===== src/rtl/clkdiv_pkg.sv =====
`timescale 1ns/1ps
// Shared field layout of the divider control word.
// Assumes the bit positions are fixed by software that builds the word.
package clkdiv_pkg;
    localparam int PHASE_W   = 6;
    localparam int CTRL_W    = 15;
    localparam int NOUPD_BIT = 14;
    localparam int CFG_W     = 2 + 2 * PHASE_W;

    // Applied divider setting, bits [13:0] of the control word.
    typedef struct packed {
        logic               bypass;
        logic               edge_sel;
        logic [PHASE_W-1:0] high;
        logic [PHASE_W-1:0] low;
    } div_cfg_t;

    localparam logic [CTRL_W-1:0] CTRL_RESET = 15'h2000;
endpackage


===== src/rtl/clkdiv_regs.sv =====
`timescale 1ns/1ps
// Register file: control shadow, applied setting, read mux.
// Assumes a single-cycle write strobe synchronous to clk.
module clkdiv_regs
    import clkdiv_pkg::*;
#(
    parameter int ADDR_W = 2
) (
    input  logic              clk,
    input  logic              rst_n,
    input  logic              bus_we,
    input  logic [ADDR_W-1:0] bus_addr,
    input  logic [31:0]       bus_wdata,
    input  logic              lock_i,
    output logic [31:0]       bus_rdata,
    output div_cfg_t          act_cfg,
    output logic              apply_o
);
    localparam logic [ADDR_W-1:0] CTRL_ADDR = ADDR_W'(0);
    localparam logic [ADDR_W-1:0] STAT_ADDR = ADDR_W'(1);

    logic [CTRL_W-1:0] ctrl_q;
    logic              ctrl_wr;
    logic              unused_rsvd;

    assign unused_rsvd = ^bus_wdata[31:CTRL_W];
    assign ctrl_wr     = bus_we && (bus_addr == CTRL_ADDR);
    assign apply_o     = ctrl_wr && !bus_wdata[NOUPD_BIT];

    // Keep the last written control word for read-back.
    always_ff @(posedge clk) begin
        if (!rst_n)       ctrl_q <= CTRL_RESET;
        else if (ctrl_wr) ctrl_q <= bus_wdata[CTRL_W-1:0];
    end

    // Load the setting the divider runs on, only on an applying write.
    always_ff @(posedge clk) begin
        if (!rst_n)       act_cfg <= div_cfg_t'(CTRL_RESET[CFG_W-1:0]);
        else if (apply_o) act_cfg <= div_cfg_t'(bus_wdata[CFG_W-1:0]);
    end

    // Select read data by word address.
    always_comb begin
        case (bus_addr)
            CTRL_ADDR: bus_rdata = {{(32-CTRL_W){1'b0}}, ctrl_q};
            STAT_ADDR: bus_rdata = {31'b0, lock_i};
            default:   bus_rdata = '0;
        endcase
    end

    // a deferred write leaves the running setting untouched.
    a_r8_deferred_hold: assert property (@(posedge clk) disable iff (!rst_n)
        (ctrl_wr && bus_wdata[NOUPD_BIT]) |=> $stable(act_cfg));
endmodule


===== src/rtl/clkdiv_lock.sv =====
`timescale 1ns/1ps
// Lock window timer: reloaded on each applied write, lock flag high at zero.
// Assumes LOCK_CYCLES >= 1.
module clkdiv_lock #(
    parameter int LOCK_CYCLES = 16
) (
    input  logic clk,
    input  logic rst_n,
    input  logic apply_i,
    output logic lock_o
);
    localparam int CW = $clog2(LOCK_CYCLES + 1);
    localparam logic [CW-1:0] LOAD = CW'(LOCK_CYCLES);

    logic [CW-1:0] wait_q;

    // Count down the settle window, restarting on every applied write.
    always_ff @(posedge clk) begin
        if (!rst_n)              wait_q <= '0;
        else if (apply_i)        wait_q <= LOAD;
        else if (wait_q != '0)   wait_q <= wait_q - 1'b1;
    end

    assign lock_o = (wait_q == '0);

    // an applied write drops the lock on the next cycle.
    a_r6_lock_drop: assert property (@(posedge clk) disable iff (!rst_n)
        apply_i |=> !lock_o);
    // a write inside the window keeps the lock low.
    a_r11_restart: assert property (@(posedge clk) disable iff (!rst_n)
        (apply_i && !lock_o) |=> !lock_o);
    // lock only comes back when no write arrived in the prior cycle.
    a_r6_no_early_lock: assert property (@(posedge clk) disable iff (!rst_n)
        $rose(lock_o) |-> !$past(apply_i));
endmodule


===== src/rtl/clkdiv_phase.sv =====
`timescale 1ns/1ps
// Phase counter producing the divided waveform, plus the half-cycle
// falling-edge delay stage. Assumes low >= 1 and low + high >= 2.
module clkdiv_phase
    import clkdiv_pkg::*;
(
    input  logic               clk,
    input  logic               rst_n,
    input  logic               run,
    input  logic [PHASE_W-1:0] low,
    input  logic [PHASE_W-1:0] high,
    input  logic               edge_sel,
    output logic               div_o
);
    localparam int RW = PHASE_W + 1;

    logic [RW-1:0] ratio;
    logic [RW-1:0] pcnt;
    logic [RW-1:0] pnext;
    logic          q_pos;
    logic          q_neg;

    assign ratio = {1'b0, low} + {1'b0, high};
    assign pnext = (pcnt >= ratio - 1'b1) ? '0 : pcnt + 1'b1;

    // Advance the phase count; hold at the start of the low phase when stopped.
    always_ff @(posedge clk) begin
        if (!rst_n || !run) begin
            pcnt  <= '0;
            q_pos <= 1'b0;
        end else begin
            pcnt  <= pnext;
            q_pos <= (pnext >= {1'b0, low});
        end
    end

    // Re-time the waveform on the falling reference edge for the shifted mode.
    always_ff @(negedge clk) begin
        if (!rst_n) q_neg <= 1'b0;
        else        q_neg <= q_pos;
    end

    assign div_o = edge_sel ? (q_pos | q_neg) : q_pos;

    // a stopped divider restarts from its low phase.
    a_r7_hold_low: assert property (@(posedge clk) disable iff (!rst_n)
        !run |=> (!q_pos && pcnt == '0));
    // the count stays inside one period.
    a_r2_in_period: assert property (@(posedge clk) disable iff (!rst_n)
        (run && ratio != '0) |-> pcnt < ratio);
endmodule


===== src/rtl/clkdiv_stage.sv =====
`timescale 1ns/1ps
// Top of the programmable divider stage: registers, lock timer, phase
// counter and output select. Assumes the bus runs on clk_ref.
module clkdiv_stage
    import clkdiv_pkg::*;
#(
    parameter int ADDR_W      = 2,
    parameter int LOCK_CYCLES = 16
) (
    input  logic              clk_ref,
    input  logic              rst_n,
    input  logic              bus_we,
    input  logic [ADDR_W-1:0] bus_addr,
    input  logic [31:0]       bus_wdata,
    output logic [31:0]       bus_rdata,
    output logic              clk_out,
    output logic              locked
);
    div_cfg_t act_cfg;
    logic     apply;
    logic     div_clk;

    clkdiv_regs #(.ADDR_W(ADDR_W)) u_regs (
        .clk      (clk_ref),
        .rst_n    (rst_n),
        .bus_we   (bus_we),
        .bus_addr (bus_addr),
        .bus_wdata(bus_wdata),
        .lock_i   (locked),
        .bus_rdata(bus_rdata),
        .act_cfg  (act_cfg),
        .apply_o  (apply)
    );

    clkdiv_lock #(.LOCK_CYCLES(LOCK_CYCLES)) u_lock (
        .clk    (clk_ref),
        .rst_n  (rst_n),
        .apply_i(apply),
        .lock_o (locked)
    );

    clkdiv_phase u_phase (
        .clk     (clk_ref),
        .rst_n   (rst_n),
        .run     (locked),
        .low     (act_cfg.low),
        .high    (act_cfg.high),
        .edge_sel(act_cfg.edge_sel),
        .div_o   (div_clk)
    );

    // Gate the output off while unlocked; pick pass-through or divided clock.
    always_comb begin
        clk_out = locked & (act_cfg.bypass ? clk_ref : div_clk);
    end

    // no output activity in the lock window.
    a_r7_quiet_unlocked: assert property (@(posedge clk_ref) disable iff (!rst_n)
        !locked |-> !clk_out);
endmodule


===== config.mk =====
export PLATFORM = sky130hd
export DESIGN_NAME = clkdiv_stage
export DESIGN_NICKNAME = d
export VERILOG_FILES = /design/src/rtl/clkdiv_pkg.sv /design/src/rtl/clkdiv_regs.sv /design/src/rtl/clkdiv_lock.sv /design/src/rtl/clkdiv_phase.sv /design/src/rtl/clkdiv_stage.sv
export SDC_FILE = /design/constraint.sdc
export NUM_CORES = 1
export LEC_CHECK = 0
export ABC_AREA = 1
export BUFFER_PORTS_ARGS = -buffer_cell sky130_fd_sc_hd__buf_4
export CORE_MARGIN = 5
export CORE_UTILIZATION = 52
export DETAILED_ROUTE_END_ITERATION = 7
export PLACE_DENSITY = 0.8
export SKIP_LAST_GASP = 1
export SLEW_MARGIN = 40
export SYNTH_ARGS = -nofsm -noshare
export SYNTH_HDL_FRONTEND = slang
export SYNTH_SLANG_ARGS = --single-unit
export TNS_END_PERCENT = 20

===== constraint.sdc =====
create_clock -name clk_ref -period 4.25 [get_ports clk_ref]
set_input_delay 0.2125 -clock clk_ref [delete_from_list [all_inputs] [get_ports clk_ref]]
set_output_delay 0.2125 -clock clk_ref [all_outputs]
set_load 0.02 [all_outputs]

==> impl_metrics.toml <==
[power_and_ir_drop]
seq_power_share_pct = 41.9
ir_worst_vdd_mv = 0.238
swShare_pct = 36.3
cell_internal_pwr_uw = 715
power_frac_clock_pct = 25.7
pwr_density_cell_nw_per_um2 = 392
p_leak_uw = 0.00145
comb_power_share_pct = 32.3
p_sw_uw = 407

[critical_path]
crit_arrival_ns = 3.75
timing.rr.start = "u_regs.act_cfg[3]"
reg2reg_depth = 22
start_kind = "flip-flop"
cp.required_ns = 4.45
crit_path_end_kind = "flip-flop"
cp_max_fo = 9
crit_type = "flip-flop to flip-flop"
worst_r2r_endpoint = "u_phase.q_pos"
ff2ff_setup_slack_ns = 0.70

[drt]
wl_met2_um = 2290
wl_per_cell_um = 11.3
via_count = 2084
remaining_drc_errors = 0
drt-pass1-iter-count = 4
wl_met1_um = 2350
postRouteAntennaNets = 0
wirelength_um = 4980
wl_met3_um = 312
viasPerCell = 4.71
drt_iter0_drc = 123
top_layer = "met4"

[sta]
fin_crit_sh_pct = 83.6
finalSetupTns_ns = 0
finClkSkew_ns = 0.0541
fmax_mhz = 281
slew_violations = 0
final-setup-viol-count = 0
rsz0062_at_grt = "no"
hold_viol = 0
period_needed_ns = 3.55

[place]
port_buffers = 36
place_area_um2 = 2780
finalWeightedCongestion = 0.749
dp_hpwl_um = 4060

[logic_synthesis]
ys_ff_latch = 43
yosysMostFrequentCell = "inv_1"
ys_top_cells_by_count = "68 x inv_1, 43 x dfxtp_1, 38 x nand2_1"
synthXorXnorAreaFrac_pct = 2.42
netlist.area_leader.share_pct = 33.9
synth_cell_types = 35
synth_adder_area_share_pct = 14.1
async_reset_ff_share_pct = 0
syn_area_per_cell_um2 = 7.50
synth_mux_area_share_pct = 0
syn_area_um2 = 2540
synth_compound_gate_area_share_pct = 12.8
yosys-top-cells-area = "dfxtp_1 34%, ha_1 13%, inv_1 10%"
synth-edff-count = 0
synth_top_family_by_area = "simple AND/OR/NAND/NOR gates"
synth.largest_area_cell = "dfxtp_1"
ys_seq_area_share_pct = 33.9
synth_cells = 338
ys_warn_count = 0
synthFlopType = "dfxtp_1"
synthSimpleGateAreaFrac_pct = 19.0

[clock_tree]
ctsResizeCount = 0
clk_pin_slew_worst_paths_ns = 0.08
htreeDepth = 2
clkLatencyLatePin_ns = 0.35
cts_hold_buf = 0
postCtsSetupBuffers = 0
cts_made_buffers = 5
tritoncts = "done"
clk_root_buffer_cell = "clkbuf_8"
clock_tree.buffer_depth = 2

[die]
io_pins = 71
die_y_um = 79.8
dieWidth_um = 79.8
start_util_pct = 53.7
dieArea_um2 = 6370
row_count = 25
core_um2 = 4720

[status]
outcome = "finished clean"

[global_route]
grt_pass1_vias = 1980
grt.total_usage_pct = 16.4
grt_overflow = 0
grt_max_degree = 29
grt_pass1_wl_um = 8370
antenna_found_initial = 0

[final_layout]
final_nets = 439
n_fill_cell = 432
drive_above_1_share_pct = 14.1
antennaDiodeCount = 0
design_area_um2 = 2860
synthToLayoutAreaGrowth_pct = 12.9

[worst_hold_path]
min_to = "u_regs.act_cfg[12]"
hold_class = "primary input to flip-flop"
hold_start = "bus_wdata[12]"
whs_path_depth = 3

[flow_run]
drv_cap = 0
## flip-flops by register name, indices dropped and copies added, names as in the netlist
| register | count |
|---|---|
| u_phase.q_pos | 1 |
| u_phase.q_neg | 1 |
| u_regs.act_cfg | 14 |
| u_phase.pcnt | 7 |
| u_regs.ctrl_q | 15 |
| u_lock.wait_q | 5 |
## metrics by stage
| stage | util, % | power [uW] | hold slack (ns) | setup WS, ns | cells |
|---|---|---|---|---|---|
| detailed placement | 58.8 | 871 | 0.445 | 0.731 | 433 |
| floorplan | - | 782 | 0.327 | 0.985 | 354 |
| CTS | 60.6 | 1130 | 0.149 | 0.712 | 442 |
| global route | 60.6 | 1210 | 0.186 | 0.394 | 442 |
| finish | 60.6 | 1120 | 0.150 | 0.697 | 442 |
| global placement | 58.8 | 855 | 0.440 | 0.846 | 433 |
## logic make-up (layout without fill, tap and decap cells)
| logic type | count (synthesis) | in the layout |
|---|---|---|
| AO/OA/AOI/OAI | 57 | 57 |
| adder cells (fa/ha/maj) | 28 | 28 |
| AND/OR/NAND/NOR | 107 | 107 |
| flip-flops | 43 | 43 |
| other | 1 | 17 |
| XOR/XNOR | 7 | 7 |
| buffers and inverters | 95 | 116 |
## critical path: stages (launching register included)
cell and delay, ns:
dfxtp_1 0.31, inv_1 0.07, ha_1 0.28, inv_1 0.04, ha_1 0.36, a21oi_1 0.10
or2_2 0.28, nand3_1 0.09, xor2_1 0.19, ha_1 0.27, nand2_1 0.09, inv_1 0.04
nand2_1 0.05, nand3_1 0.08, inv_1 0.08, nand2_1 0.18, nor2_1 0.18, ha_1 0.26
a21o_1 0.19, a21oi_1 0.14, nand2_1 0.08, nand2_1 0.05, nand2_1 0.04
## how the worst max path moves through the flow
stage / start / endpoint / cells after the start
6_report: u_regs.act_cfg[3] / u_phase.q_pos / 22
5_1_grt: u_regs.act_cfg[3] / u_phase.q_pos / 22
4_1_cts: u_regs.act_cfg[3] / u_phase.q_pos / 22
3_5_place_dp: u_regs.act_cfg[3] / u_phase.q_pos / 22
3_3_place_gp: u_regs.act_cfg[3] / u_phase.q_pos / 22
2_1_floorplan: u_phase.q_neg / clk_out / 2
## per-layer routing
metal / vias up / track usage, %
li1: 1114 / -
met1: 903 / 19.9
met2: 63 / 28.4
met3: 4 / 4.97
met4: 0 / 3.55
met5: - / 0
## cells in the final DEF (no fill, tap or decap), drive strengths merged
master / n
inv: 71
dfxtp: 43
nand2: 41
buf: 36
nor2: 35
ha: 27
a21oi: 22
o21ai: 18
nand3: 18
conb: 17
clkbuf: 7
o31ai: 6
nor3: 6
o22ai: 5
xnor2: 4
nand4: 4
xor2: 3
clkinv: 2
o211ai: 2
or2: 2
a31o: 1
a211oi: 1
a221oi: 1
and3: 1
a21o: 1
fa: 1
## power by group through the flow
stage | sequential [uW] | combinational (uW) | clock [uW]
6_report | 470 | 363 | 289
3_5_place_dp | 479 | 362 | 29.8
4_1_cts | 470 | 365 | 296
3_3_place_gp | 478 | 348 | 29.8
2_1_floorplan | 473 | 289 | 19.6
5_1_grt | 475 | 421 | 317
## final cells by class
class                           instances  area (um^2)  area share, %
Clock buffer                            8         83.8           2.93
Clock inverter                          3         16.3          0.568
Inverter                               70          268           9.35
Multi-Input combinational cell        216         1290           45.0
Sequential cell                        43          861           30.1
Tap cell                               67         83.8           2.93
Timing Repair Buffer                   35          263           9.17
(Power assumes the default switching activity.)
